**config.mk**
```make
export PLATFORM = sky130hd
export DESIGN_NAME = dma_chan_engine
export DESIGN_NICKNAME = d
export VERILOG_FILES = /design/src/rtl/dma_chan_pkg.sv /design/src/rtl/dma_chan_regs.sv /design/src/rtl/dma_chan_addr.sv /design/src/rtl/dma_chan_fsm.sv /design/src/rtl/dma_chan_engine.sv
export SDC_FILE = /design/constraint.sdc
export NUM_CORES = 1
export LEC_CHECK = 0
export CAP_MARGIN = 25
export CELL_PAD_IN_SITES_DETAIL_PLACEMENT = 1
export CELL_PAD_IN_SITES_GLOBAL_PLACEMENT = 1
export CORE_MARGIN = 2
export CORE_UTILIZATION = 45
export CTS_CLUSTER_DIAMETER = 120
export CTS_CLUSTER_SIZE = 40
export DETAILED_ROUTE_END_ITERATION = 10
export DONT_BUFFER_PORTS = 1
export PLACE_DENSITY = 0.8
export SYNTH_ARGS = -nofsm -noshare
export SYNTH_HDL_FRONTEND = slang
export SYNTH_HIERARCHICAL = 1
export SYNTH_SLANG_ARGS = --single-unit
```
**constraint.sdc**
```tcl
create_clock -name clk -period 3 [get_ports clk]
set_clock_uncertainty 0.1 [all_clocks]
set_input_delay 0.6 -clock clk [delete_from_list [all_inputs] [get_ports clk]]
set_output_delay 0.6 -clock clk [all_outputs]
set_load 0.005 [all_outputs]
```
**src/rtl/dma_chan_pkg.sv**
```systemverilog
package dma_chan_pkg;

    // Register indices on the configuration port
    localparam logic [1:0] REG_CTRL  = 2'd0;
    localparam logic [1:0] REG_COUNT = 2'd1;
    localparam logic [1:0] REG_PADDR = 2'd2;
    localparam logic [1:0] REG_MADDR = 2'd3;

    // Control word, bit 0 (en) is the least significant field
    typedef struct packed {
        logic       ie_err;
        logic       ie_half;
        logic       ie_done;
        logic [1:0] prio;
        logic [1:0] msize;
        logic [1:0] psize;
        logic       minc;
        logic       pinc;
        logic       mem_src;
        logic       circ;
        logic       m2m;
        logic       en;
    } chan_ctrl_t;

    localparam int CTRL_W = $bits(chan_ctrl_t);

    typedef enum logic [1:0] {
        FSM_IDLE  = 2'd0,
        FSM_READ  = 2'd1,
        FSM_WRITE = 2'd2,
        FSM_STEP  = 2'd3
    } xfer_state_e;

    // Byte stride for a size code; code 3 behaves as a word
    function automatic logic [2:0] stride_of(input logic [1:0] sz);
        unique case (sz)
            2'd0:    stride_of = 3'd1;
            2'd1:    stride_of = 3'd2;
            default: stride_of = 3'd4;
        endcase
    endfunction

endpackage

```
**src/rtl/dma_chan_regs.sv**
```systemverilog
module dma_chan_regs
    import dma_chan_pkg::*;
#(
    parameter int ADDR_W = 32,
    parameter int CNT_W  = 16
) (
    input  logic              clk,
    input  logic              rst_n,
    input  logic              cfg_we,
    input  logic [1:0]        cfg_addr,
    input  logic [ADDR_W-1:0] cfg_wdata,
    output logic [ADDR_W-1:0] cfg_rdata,
    input  logic              item_done,
    input  logic              err_stop,
    output chan_ctrl_t        ctrl,
    output logic [CNT_W-1:0]  cnt,
    output logic [ADDR_W-1:0] pbase,
    output logic [ADDR_W-1:0] mbase,
    output logic              en_rise,
    output logic              reload,
    output logic              last_item,
    output logic              half_hit
);

    chan_ctrl_t       ctrl_q;
    logic [CNT_W-1:0] cnt_q;
    logic [CNT_W-1:0] init_q;
    logic [ADDR_W-1:0] pbase_q;
    logic [ADDR_W-1:0] mbase_q;
    logic             cnt_wr_ok;
    logic             cnt_nz;

    assign cnt_nz    = (cnt_q != '0);
    assign en_rise   = cfg_we && (cfg_addr == REG_CTRL) && cfg_wdata[0] && !ctrl_q.en;
    assign cnt_wr_ok = cfg_we && (cfg_addr == REG_COUNT) && !ctrl_q.en;
    assign last_item = (cnt_q == CNT_W'(1));
    assign reload    = item_done && ctrl_q.circ && last_item;
    assign half_hit  = cnt_nz && ((cnt_q - CNT_W'(1)) == (init_q >> 1));

    always_ff @(posedge clk or negedge rst_n) begin
        if (!rst_n) begin
            ctrl_q  <= '0;
            cnt_q   <= '0;
            init_q  <= '0;
            pbase_q <= '0;
            mbase_q <= '0;
        end else begin
            if (cfg_we && (cfg_addr == REG_CTRL))
                ctrl_q <= chan_ctrl_t'(cfg_wdata[CTRL_W-1:0]);
            if (err_stop)
                ctrl_q.en <= 1'b0;
            if (cnt_wr_ok) begin
                cnt_q  <= cfg_wdata[CNT_W-1:0];
                init_q <= cfg_wdata[CNT_W-1:0];
            end else if (item_done && cnt_nz) begin
                cnt_q <= reload ? init_q : cnt_q - CNT_W'(1);
            end
            if (cfg_we && (cfg_addr == REG_PADDR))
                pbase_q <= cfg_wdata;
            if (cfg_we && (cfg_addr == REG_MADDR))
                mbase_q <= cfg_wdata;
        end
    end

    always_comb begin
        unique case (cfg_addr)
            REG_CTRL:  cfg_rdata = ADDR_W'(ctrl_q);
            REG_COUNT: cfg_rdata = ADDR_W'(cnt_q);
            REG_PADDR: cfg_rdata = pbase_q;
            default:   cfg_rdata = mbase_q;
        endcase
    end

    assign ctrl  = ctrl_q;
    assign cnt   = cnt_q;
    assign pbase = pbase_q;
    assign mbase = mbase_q;

    // The count holds still against writes while the channel runs
    assert_cnt_locked_R4: assert property (@(posedge clk) disable iff (!rst_n)
        (cfg_we && (cfg_addr == REG_COUNT) && ctrl_q.en && !item_done) |=> (cnt_q == $past(cnt_q)));

    // A wrapping item leaves the count at its programmed value
    assert_reload_value_R9: assert property (@(posedge clk) disable iff (!rst_n)
        reload |=> (cnt_q == init_q));

    // An ordinary item lowers the count by exactly one
    assert_count_step_R2: assert property (@(posedge clk) disable iff (!rst_n)
        (item_done && !reload && cnt_nz && !cnt_wr_ok) |=> (cnt_q == $past(cnt_q) - CNT_W'(1)));

endmodule

```
**src/rtl/dma_chan_addr.sv**
```systemverilog
module dma_chan_addr
    import dma_chan_pkg::*;
#(
    parameter int ADDR_W = 32
) (
    input  logic              clk,
    input  logic              rst_n,
    input  logic              load,
    input  logic              reload,
    input  logic              step,
    input  logic              pinc,
    input  logic              minc,
    input  logic [1:0]        psize,
    input  logic [1:0]        msize,
    input  logic [ADDR_W-1:0] pbase,
    input  logic [ADDR_W-1:0] mbase,
    output logic [ADDR_W-1:0] cur_p,
    output logic [ADDR_W-1:0] cur_m
);

    localparam int SIDES = 2;

    logic [ADDR_W-1:0] base_s [SIDES];
    logic              inc_s  [SIDES];
    logic [1:0]        size_s [SIDES];
    logic [ADDR_W-1:0] ptr_s  [SIDES];

    assign base_s[0] = pbase;
    assign base_s[1] = mbase;
    assign inc_s[0]  = pinc;
    assign inc_s[1]  = minc;
    assign size_s[0] = psize;
    assign size_s[1] = msize;

    for (genvar s = 0; s < SIDES; s++) begin : g_side
        logic [ADDR_W-1:0] ptr_q;

        always_ff @(posedge clk or negedge rst_n) begin
            if (!rst_n)
                ptr_q <= '0;
            else if (load || reload)
                ptr_q <= base_s[s];
            else if (step && inc_s[s])
                ptr_q <= ptr_q + ADDR_W'(stride_of(size_s[s]));
        end

        assign ptr_s[s] = ptr_q;

        // A side without increment keeps its address across items
        assert_fixed_ptr_R8: assert property (@(posedge clk) disable iff (!rst_n)
            (step && !inc_s[s] && !load && !reload) |=> $stable(ptr_q));
    end

    assign cur_p = ptr_s[0];
    assign cur_m = ptr_s[1];

endmodule

```
**src/rtl/dma_chan_fsm.sv**
```systemverilog
module dma_chan_fsm
    import dma_chan_pkg::*;
#(
    parameter int ADDR_W = 32,
    parameter int DATA_W = 32
) (
    input  logic              clk,
    input  logic              rst_n,
    input  logic              en,
    input  logic              m2m,
    input  logic              mem_src,
    input  logic [1:0]        psize,
    input  logic [1:0]        msize,
    input  logic              cnt_zero,
    input  logic              last_item,
    input  logic              half_hit,
    input  logic              per_req,
    input  logic [ADDR_W-1:0] cur_p,
    input  logic [ADDR_W-1:0] cur_m,
    input  logic              bus_ack,
    input  logic              bus_err,
    input  logic [DATA_W-1:0] bus_rdata,
    output logic              bus_req,
    output logic              bus_we,
    output logic [ADDR_W-1:0] bus_addr,
    output logic [1:0]        bus_size,
    output logic [DATA_W-1:0] bus_wdata,
    output logic              item_done,
    output logic              err_stop,
    output logic              per_ack,
    output logic              evt_done,
    output logic              evt_half,
    output logic              evt_err
);

    xfer_state_e       state_q, state_d;
    logic [DATA_W-1:0] data_q;
    logic [ADDR_W-1:0] src_addr, dst_addr;
    logic [1:0]        src_size, dst_size;
    logic              launch;

    assign src_addr = mem_src ? cur_m : cur_p;
    assign dst_addr = mem_src ? cur_p : cur_m;
    assign src_size = mem_src ? msize : psize;
    assign dst_size = mem_src ? psize : msize;
    assign launch   = en && !cnt_zero && (m2m || per_req);

    always_comb begin
        state_d = state_q;
        unique case (state_q)
            FSM_IDLE:  if (launch) state_d = FSM_READ;
            FSM_READ:  if (bus_err) state_d = FSM_IDLE;
                       else if (bus_ack) state_d = FSM_WRITE;
            FSM_WRITE: if (bus_err) state_d = FSM_IDLE;
                       else if (bus_ack) state_d = FSM_STEP;
            FSM_STEP:  state_d = FSM_IDLE;
            default:   state_d = FSM_IDLE;
        endcase
    end

    always_ff @(posedge clk or negedge rst_n) begin
        if (!rst_n) begin
            state_q <= FSM_IDLE;
            data_q  <= '0;
        end else begin
            state_q <= state_d;
            if ((state_q == FSM_READ) && bus_ack && !bus_err)
                data_q <= bus_rdata;
        end
    end

    always_comb begin
        bus_req   = 1'b0;
        bus_we    = 1'b0;
        bus_addr  = '0;
        bus_size  = 2'd0;
        item_done = 1'b0;
        err_stop  = 1'b0;
        per_ack   = 1'b0;
        evt_done  = 1'b0;
        evt_half  = 1'b0;
        evt_err   = 1'b0;
        unique case (state_q)
            FSM_IDLE: ;
            FSM_READ: begin
                bus_req  = 1'b1;
                bus_addr = src_addr;
                bus_size = src_size;
                err_stop = bus_err;
                evt_err  = bus_err;
            end
            FSM_WRITE: begin
                bus_req  = 1'b1;
                bus_we   = 1'b1;
                bus_addr = dst_addr;
                bus_size = dst_size;
                err_stop = bus_err;
                evt_err  = bus_err;
            end
            FSM_STEP: begin
                item_done = 1'b1;
                per_ack   = !m2m;
                evt_done  = last_item;
                evt_half  = half_hit;
            end
            default: ;
        endcase
    end

    assign bus_wdata = data_q;

    // Zero count: the channel never leaves IDLE
    assert_zero_idle_R5: assert property (@(posedge clk) disable iff (!rst_n)
        ((state_q == FSM_IDLE) && cnt_zero) |=> (state_q == FSM_IDLE));

    // Peripheral-paced mode needs a request to launch
    assert_need_req_R6: assert property (@(posedge clk) disable iff (!rst_n)
        ((state_q == FSM_IDLE) && !m2m && !per_req) |=> (state_q == FSM_IDLE));

    // Memory-to-memory mode launches with no request
    assert_m2m_launch_R7: assert property (@(posedge clk) disable iff (!rst_n)
        ((state_q == FSM_IDLE) && en && m2m && !cnt_zero) |=> (state_q == FSM_READ));

    // An error response ends the item at once
    assert_err_abort_R10: assert property (@(posedge clk) disable iff (!rst_n)
        (((state_q == FSM_READ) || (state_q == FSM_WRITE)) && bus_err) |=> (state_q == FSM_IDLE));

endmodule

```
**src/rtl/dma_chan_engine.sv**
```systemverilog
module dma_chan_engine
    import dma_chan_pkg::*;
#(
    parameter int ADDR_W = 32,
    parameter int DATA_W = 32,
    parameter int CNT_W  = 16
) (
    input  logic              clk,
    input  logic              rst_n,
    input  logic              cfg_we,
    input  logic [1:0]        cfg_addr,
    input  logic [ADDR_W-1:0] cfg_wdata,
    output logic [ADDR_W-1:0] cfg_rdata,
    input  logic              per_req,
    output logic              per_ack,
    output logic              bus_req,
    output logic              bus_we,
    output logic [ADDR_W-1:0] bus_addr,
    output logic [1:0]        bus_size,
    output logic [DATA_W-1:0] bus_wdata,
    input  logic [DATA_W-1:0] bus_rdata,
    input  logic              bus_ack,
    input  logic              bus_err,
    output logic              evt_done,
    output logic              evt_half,
    output logic              evt_err,
    output logic              irq
);

    chan_ctrl_t        ctrl;
    logic [CNT_W-1:0]  cnt;
    logic [ADDR_W-1:0] pbase, mbase, cur_p, cur_m;
    logic              en_rise, reload, last_item, half_hit;
    logic              item_done, err_stop;

    dma_chan_regs #(.ADDR_W(ADDR_W), .CNT_W(CNT_W)) u_regs (
        .clk       (clk),
        .rst_n     (rst_n),
        .cfg_we    (cfg_we),
        .cfg_addr  (cfg_addr),
        .cfg_wdata (cfg_wdata),
        .cfg_rdata (cfg_rdata),
        .item_done (item_done),
        .err_stop  (err_stop),
        .ctrl      (ctrl),
        .cnt       (cnt),
        .pbase     (pbase),
        .mbase     (mbase),
        .en_rise   (en_rise),
        .reload    (reload),
        .last_item (last_item),
        .half_hit  (half_hit)
    );

    dma_chan_addr #(.ADDR_W(ADDR_W)) u_addr (
        .clk    (clk),
        .rst_n  (rst_n),
        .load   (en_rise),
        .reload (reload),
        .step   (item_done),
        .pinc   (ctrl.pinc),
        .minc   (ctrl.minc),
        .psize  (ctrl.psize),
        .msize  (ctrl.msize),
        .pbase  (pbase),
        .mbase  (mbase),
        .cur_p  (cur_p),
        .cur_m  (cur_m)
    );

    dma_chan_fsm #(.ADDR_W(ADDR_W), .DATA_W(DATA_W)) u_fsm (
        .clk       (clk),
        .rst_n     (rst_n),
        .en        (ctrl.en),
        .m2m       (ctrl.m2m),
        .mem_src   (ctrl.mem_src),
        .psize     (ctrl.psize),
        .msize     (ctrl.msize),
        .cnt_zero  (cnt == '0),
        .last_item (last_item),
        .half_hit  (half_hit),
        .per_req   (per_req),
        .cur_p     (cur_p),
        .cur_m     (cur_m),
        .bus_ack   (bus_ack),
        .bus_err   (bus_err),
        .bus_rdata (bus_rdata),
        .bus_req   (bus_req),
        .bus_we    (bus_we),
        .bus_addr  (bus_addr),
        .bus_size  (bus_size),
        .bus_wdata (bus_wdata),
        .item_done (item_done),
        .err_stop  (err_stop),
        .per_ack   (per_ack),
        .evt_done  (evt_done),
        .evt_half  (evt_half),
        .evt_err   (evt_err)
    );

    assign irq = (evt_done && ctrl.ie_done) || (evt_half && ctrl.ie_half) || (evt_err && ctrl.ie_err);

    // An error leaves the channel disabled
    assert_err_disables_R10: assert property (@(posedge clk) disable iff (!rst_n)
        evt_err |=> !ctrl.en);

    // A normal-mode completion leaves a zero count
    assert_done_zero_R2: assert property (@(posedge clk) disable iff (!rst_n)
        (evt_done && !ctrl.circ && ctrl.en) |=> (cnt == '0));

endmodule

```
==> results.json <==
{
  "crit_required_ps": 2300,
  "overflow": 0,
  "vias": 9501,
  "ios": 177,
  "cts_sinks": 209,
  "post_drt_wl_per_cell_um": 23.99,
  "finalWeightedCongestion": 0.8748,
  "synth_flop_cell": "dfrtp_1",
  "first_iter_violations": 539,
  "min_period_ps": 3638,
  "max_cap_violations": 0,
  "final_hold_viol_count": 209,
  "cts-root-buf": "clkbuf_16",
  "drive_gt1_share_pct": 30.43,
  "cts_buffer_depth": 3,
  "reg2regPathDepth": 13,
  "vias_per_cell": 5.949,
  "gr-usage-met2_pct": 45.55,
  "first_global_vias": 10130,
  "ys_types": 76,
  "grt_usage_pct": 25.78,
  "tightest_slew_ps": 614.1,
  "h-tree-depth": 1,
  "fp.dieW_um": 171.4,
  "holdWs_ps": -292.0,
  "synth_edf_count": 0,
  "die-area_sq_mm": 0.02936,
  "dpl_cell_area_sq_mm": 0.01336,
  "synthCells": 1190,
  "route.detailed.drc": 0,
  "syn_avg_cell_area_sq_um": 10.59,
  "die-height_um": 171.4,
  "busiest_layer": "met2",
  "worstPathCellList": "inv_2 -> ha_4 -> nor3b_4 -> buf_4 -> buf_4 -> and3_4 -> xnor2_1 -> and3_1 -> nand3_2 -> nor4_2 -> buf_4 -> and2_4 -> a222oi_1 -> inv_1",
  "crit_path_max_incr_delay_ps": 430,
  "clkTransAtPathRegs_ps": 140,
  "rows": 61,
  "setup_viol": 2,
  "p_leak_uw": 0.005689,
  "drv_slew": 0,
  "cts_buffers": 10,
  "io_buffers": 0,
  "ff_latch_area_sq_mm": 0.005234,
  "cp-end-kind": "output port",
  "crit_type": "reg -> out",
  "nets": 1302,
  "post-route-period-util_pct": 121.3,
  "area_growth_pct": 10.87,
  "synth_warnings": 6,
  "crit_top_cell": "buf_4",
  "worst_ir_drop_vdd_v": 0.0004094,
  "coreArea_sq_mm": 0.02771,
  "clk_latency_ps": 520,
  "syn-num-nets": 1276,
  "regToRegEndpoint": "u_addr/cur_m[20]",
  "firstDrtPassIters": 5,
  "r2r_setup_slack_ps": 310,
  "max_freq_mhz": 274.9,
  "powerDensity_mw_per_mm2": 840.8,
  "worst_slack_ps": -637.5,
  "cts_tree": "yes",
  "grt_antenna_before_repair": 0,
  "crit_arrival_ps": 2940,
  "hpwlAfterDp_mm": 27.17,
  "hold_path_class": "in -> async",
  "num_antenna_cells": 0,
  "r2r_start": "u_regs/cnt[1]",
  "outcome": "finished, violations left",
  "cp-start-kind": "flip-flop",
  "power_uw": 11750,
  "relSlewSlack_pct": 59.06,
  "syn_area_sq_mm": 0.01260,
  "fillCellCount": 2985,
  "fin_util_pct": 50.44,
  "ys_ff_latch": 209,
  "cp_max_fo": 3,
  "rsz0062_at_grt": "yes",
  "grt_pass1_wl_mm": 58.77,
  "multi_input_area_sq_mm": 0.007024,
  "ys_seq_area_share_pct": 41.50,
  "violations": "negative hold slack, negative setup slack",
  "ys_async_sr_fraction_pct": 100.0,
  "grt_max_degree": 210,
  "final_cell_area_sq_mm": 0.01397,
  "start_util_pct": 45.49,
  "crit_path_top_delay_cell": "dfrtp_1",
  "drtAntennaViolNets": 0,
  "routed_wl_mm": 38.31,
  "met1_usage_pct": 32.79,
  "grt_use_met3_pct": 4.717
}
## cells in the final DEF (no fill, tap or decap), types with 27 or more instances in the layout
cell and n:
nor2b_1 55, mux2i_1 27, mux2_2 161, nand3_1 46, buf_4 82, dfrtp_1 208, xor2_1 39, a21oi_1 28
xnor2_1 31, nor2_1 40, o21ai_0 61, nand4_1 28, nand2_1 140
## report_power, final
part           total (uW)  leakage [uW]  switching (uW)  internal (uW)
clock network        1800      0.000175            1050            752
logic                4940       0.00303            2410           2530
registers            5010       0.00248            1260           3750
## cells in the mapped netlist (3+ instances only)
library cell,number,share of area [%]
a211oi_1,4,0.24
a21oi_1,28,1.1
a22oi_1,15,0.89
a22oi_2,20,2.0
a2bb2oi_1,3,0.21
a31oi_1,4,0.20
and2_1,8,0.40
and3_1,13,0.65
and4_1,5,0.35
buf_1,8,0.24
buf_2,21,0.83
buf_6,6,0.54
clkbuf_1,39,1.2
dfrtp_1,209,41
ha_1,12,1.2
inv_1,18,0.54
mux2_2,161,14
mux2_4,20,2.4
mux2i_1,27,2.1
mux4_2,15,2.7
nand2_1,141,4.2
nand3_1,48,1.9
nand3b_1,3,0.18
nand4_1,28,1.4
nor2_1,41,1.2
nor2b_1,55,2.7
nor3_1,8,0.32
nor3b_1,5,0.30
nor4_1,7,0.35
nor4_2,3,0.30
nor4_4,3,0.51
o211ai_1,12,0.71
o21ai_0,63,2.5
o21ai_1,4,0.16
o22ai_1,3,0.15
or4_1,4,0.24
xnor2_1,32,2.2
xor2_1,42,2.9
## registers in the layout, summed over array words and instances (netlist names)
name,count
u_addr/cur_m,32
u_addr/cur_p,32
u_fsm/bus_wdata,32
u_fsm/state_q,2
u_regs/cnt,16
u_regs/ctrl,15
u_regs/init_q,16
u_regs/mbase,32
u_regs/pbase,32
## final cells by class
type                            instances  share of cell area [%]
Sequential cell                       209                   37.46
Timing Repair Buffer                   93                   5.731
Tap cell                              378                   3.385
Inverter                               19                  0.5193
Clock inverter                          3                  0.5731
Multi-Input combinational cell        883                   50.27
Clock buffer                           12                   2.068
## cells by family after synthesis
kind of cell / count (synthesis) / synth area share (%)
compound gates: 176 / 9.511
xor+xnor: 74 / 5.142
fa+ha+maj: 14 / 1.509
buf+inv: 98 / 3.812
flops: 209 / 41.50
mux: 223 / 21.59
simple gates: 396 / 16.94
## worst max path at each step
stage                   from               end  slack, ps  cells after the start
2_1_floorplan    cfg_addr[1]  u_addr/cur_m[19]         40                     11
3_3_place_gp   u_regs/cnt[0]               irq       -150                     14
3_5_place_dp   u_regs/cnt[0]               irq       -150                     12
4_1_cts        u_regs/cnt[1]               irq       -640                     13
5_1_grt        u_regs/cnt[0]               irq       -780                     14
6_report       u_regs/cnt[0]               irq       -640                     14
## metal layers
| metal | vias to the layer above | wire length, um |
|---|---|---|
| met1 | 4936 | 16080 |
| li1 | 4288 | - |
| met4 | 0 | 687 |
| met5 | - | 0 |
| met2 | 231 | 19550 |
| met3 | 46 | 1992 |
## through the flow
step,worst slack (ps),instances,TNS [ps]
finish,-637.5,1597,-1212
global route,-781.2,1597,-1475
CTS,-638.7,1591,-1215
detailed placement,-151.8,1568,-240.1
global placement,-153.5,1568,-254.9
floorplan,41.82,1190,0
## worst max-delay path: cells and delay by family (launching register included)
family,cells,cell delay [ps]
xor gates and xnor gates,1,100
and+or+nand+nor,6,1080
adders and majority gates,1,140
AOI/OAI and AO/OA,1,80
buffers and inverters,5,610
DFF,1,430
## repair_timing
| action | CTS | global route |
|---|---|---|
| endpoints found under the hold margin | 209 | 209 |
| setup buffers | 8 | 7 |
| pin swaps | 11 | 14 |
| gates cloned | 0 | 0 |
| endpoints found under the setup margin | 2 | 14 |
| gates resized for setup | 11 | 19 |
(Power assumes the default switching activity.)
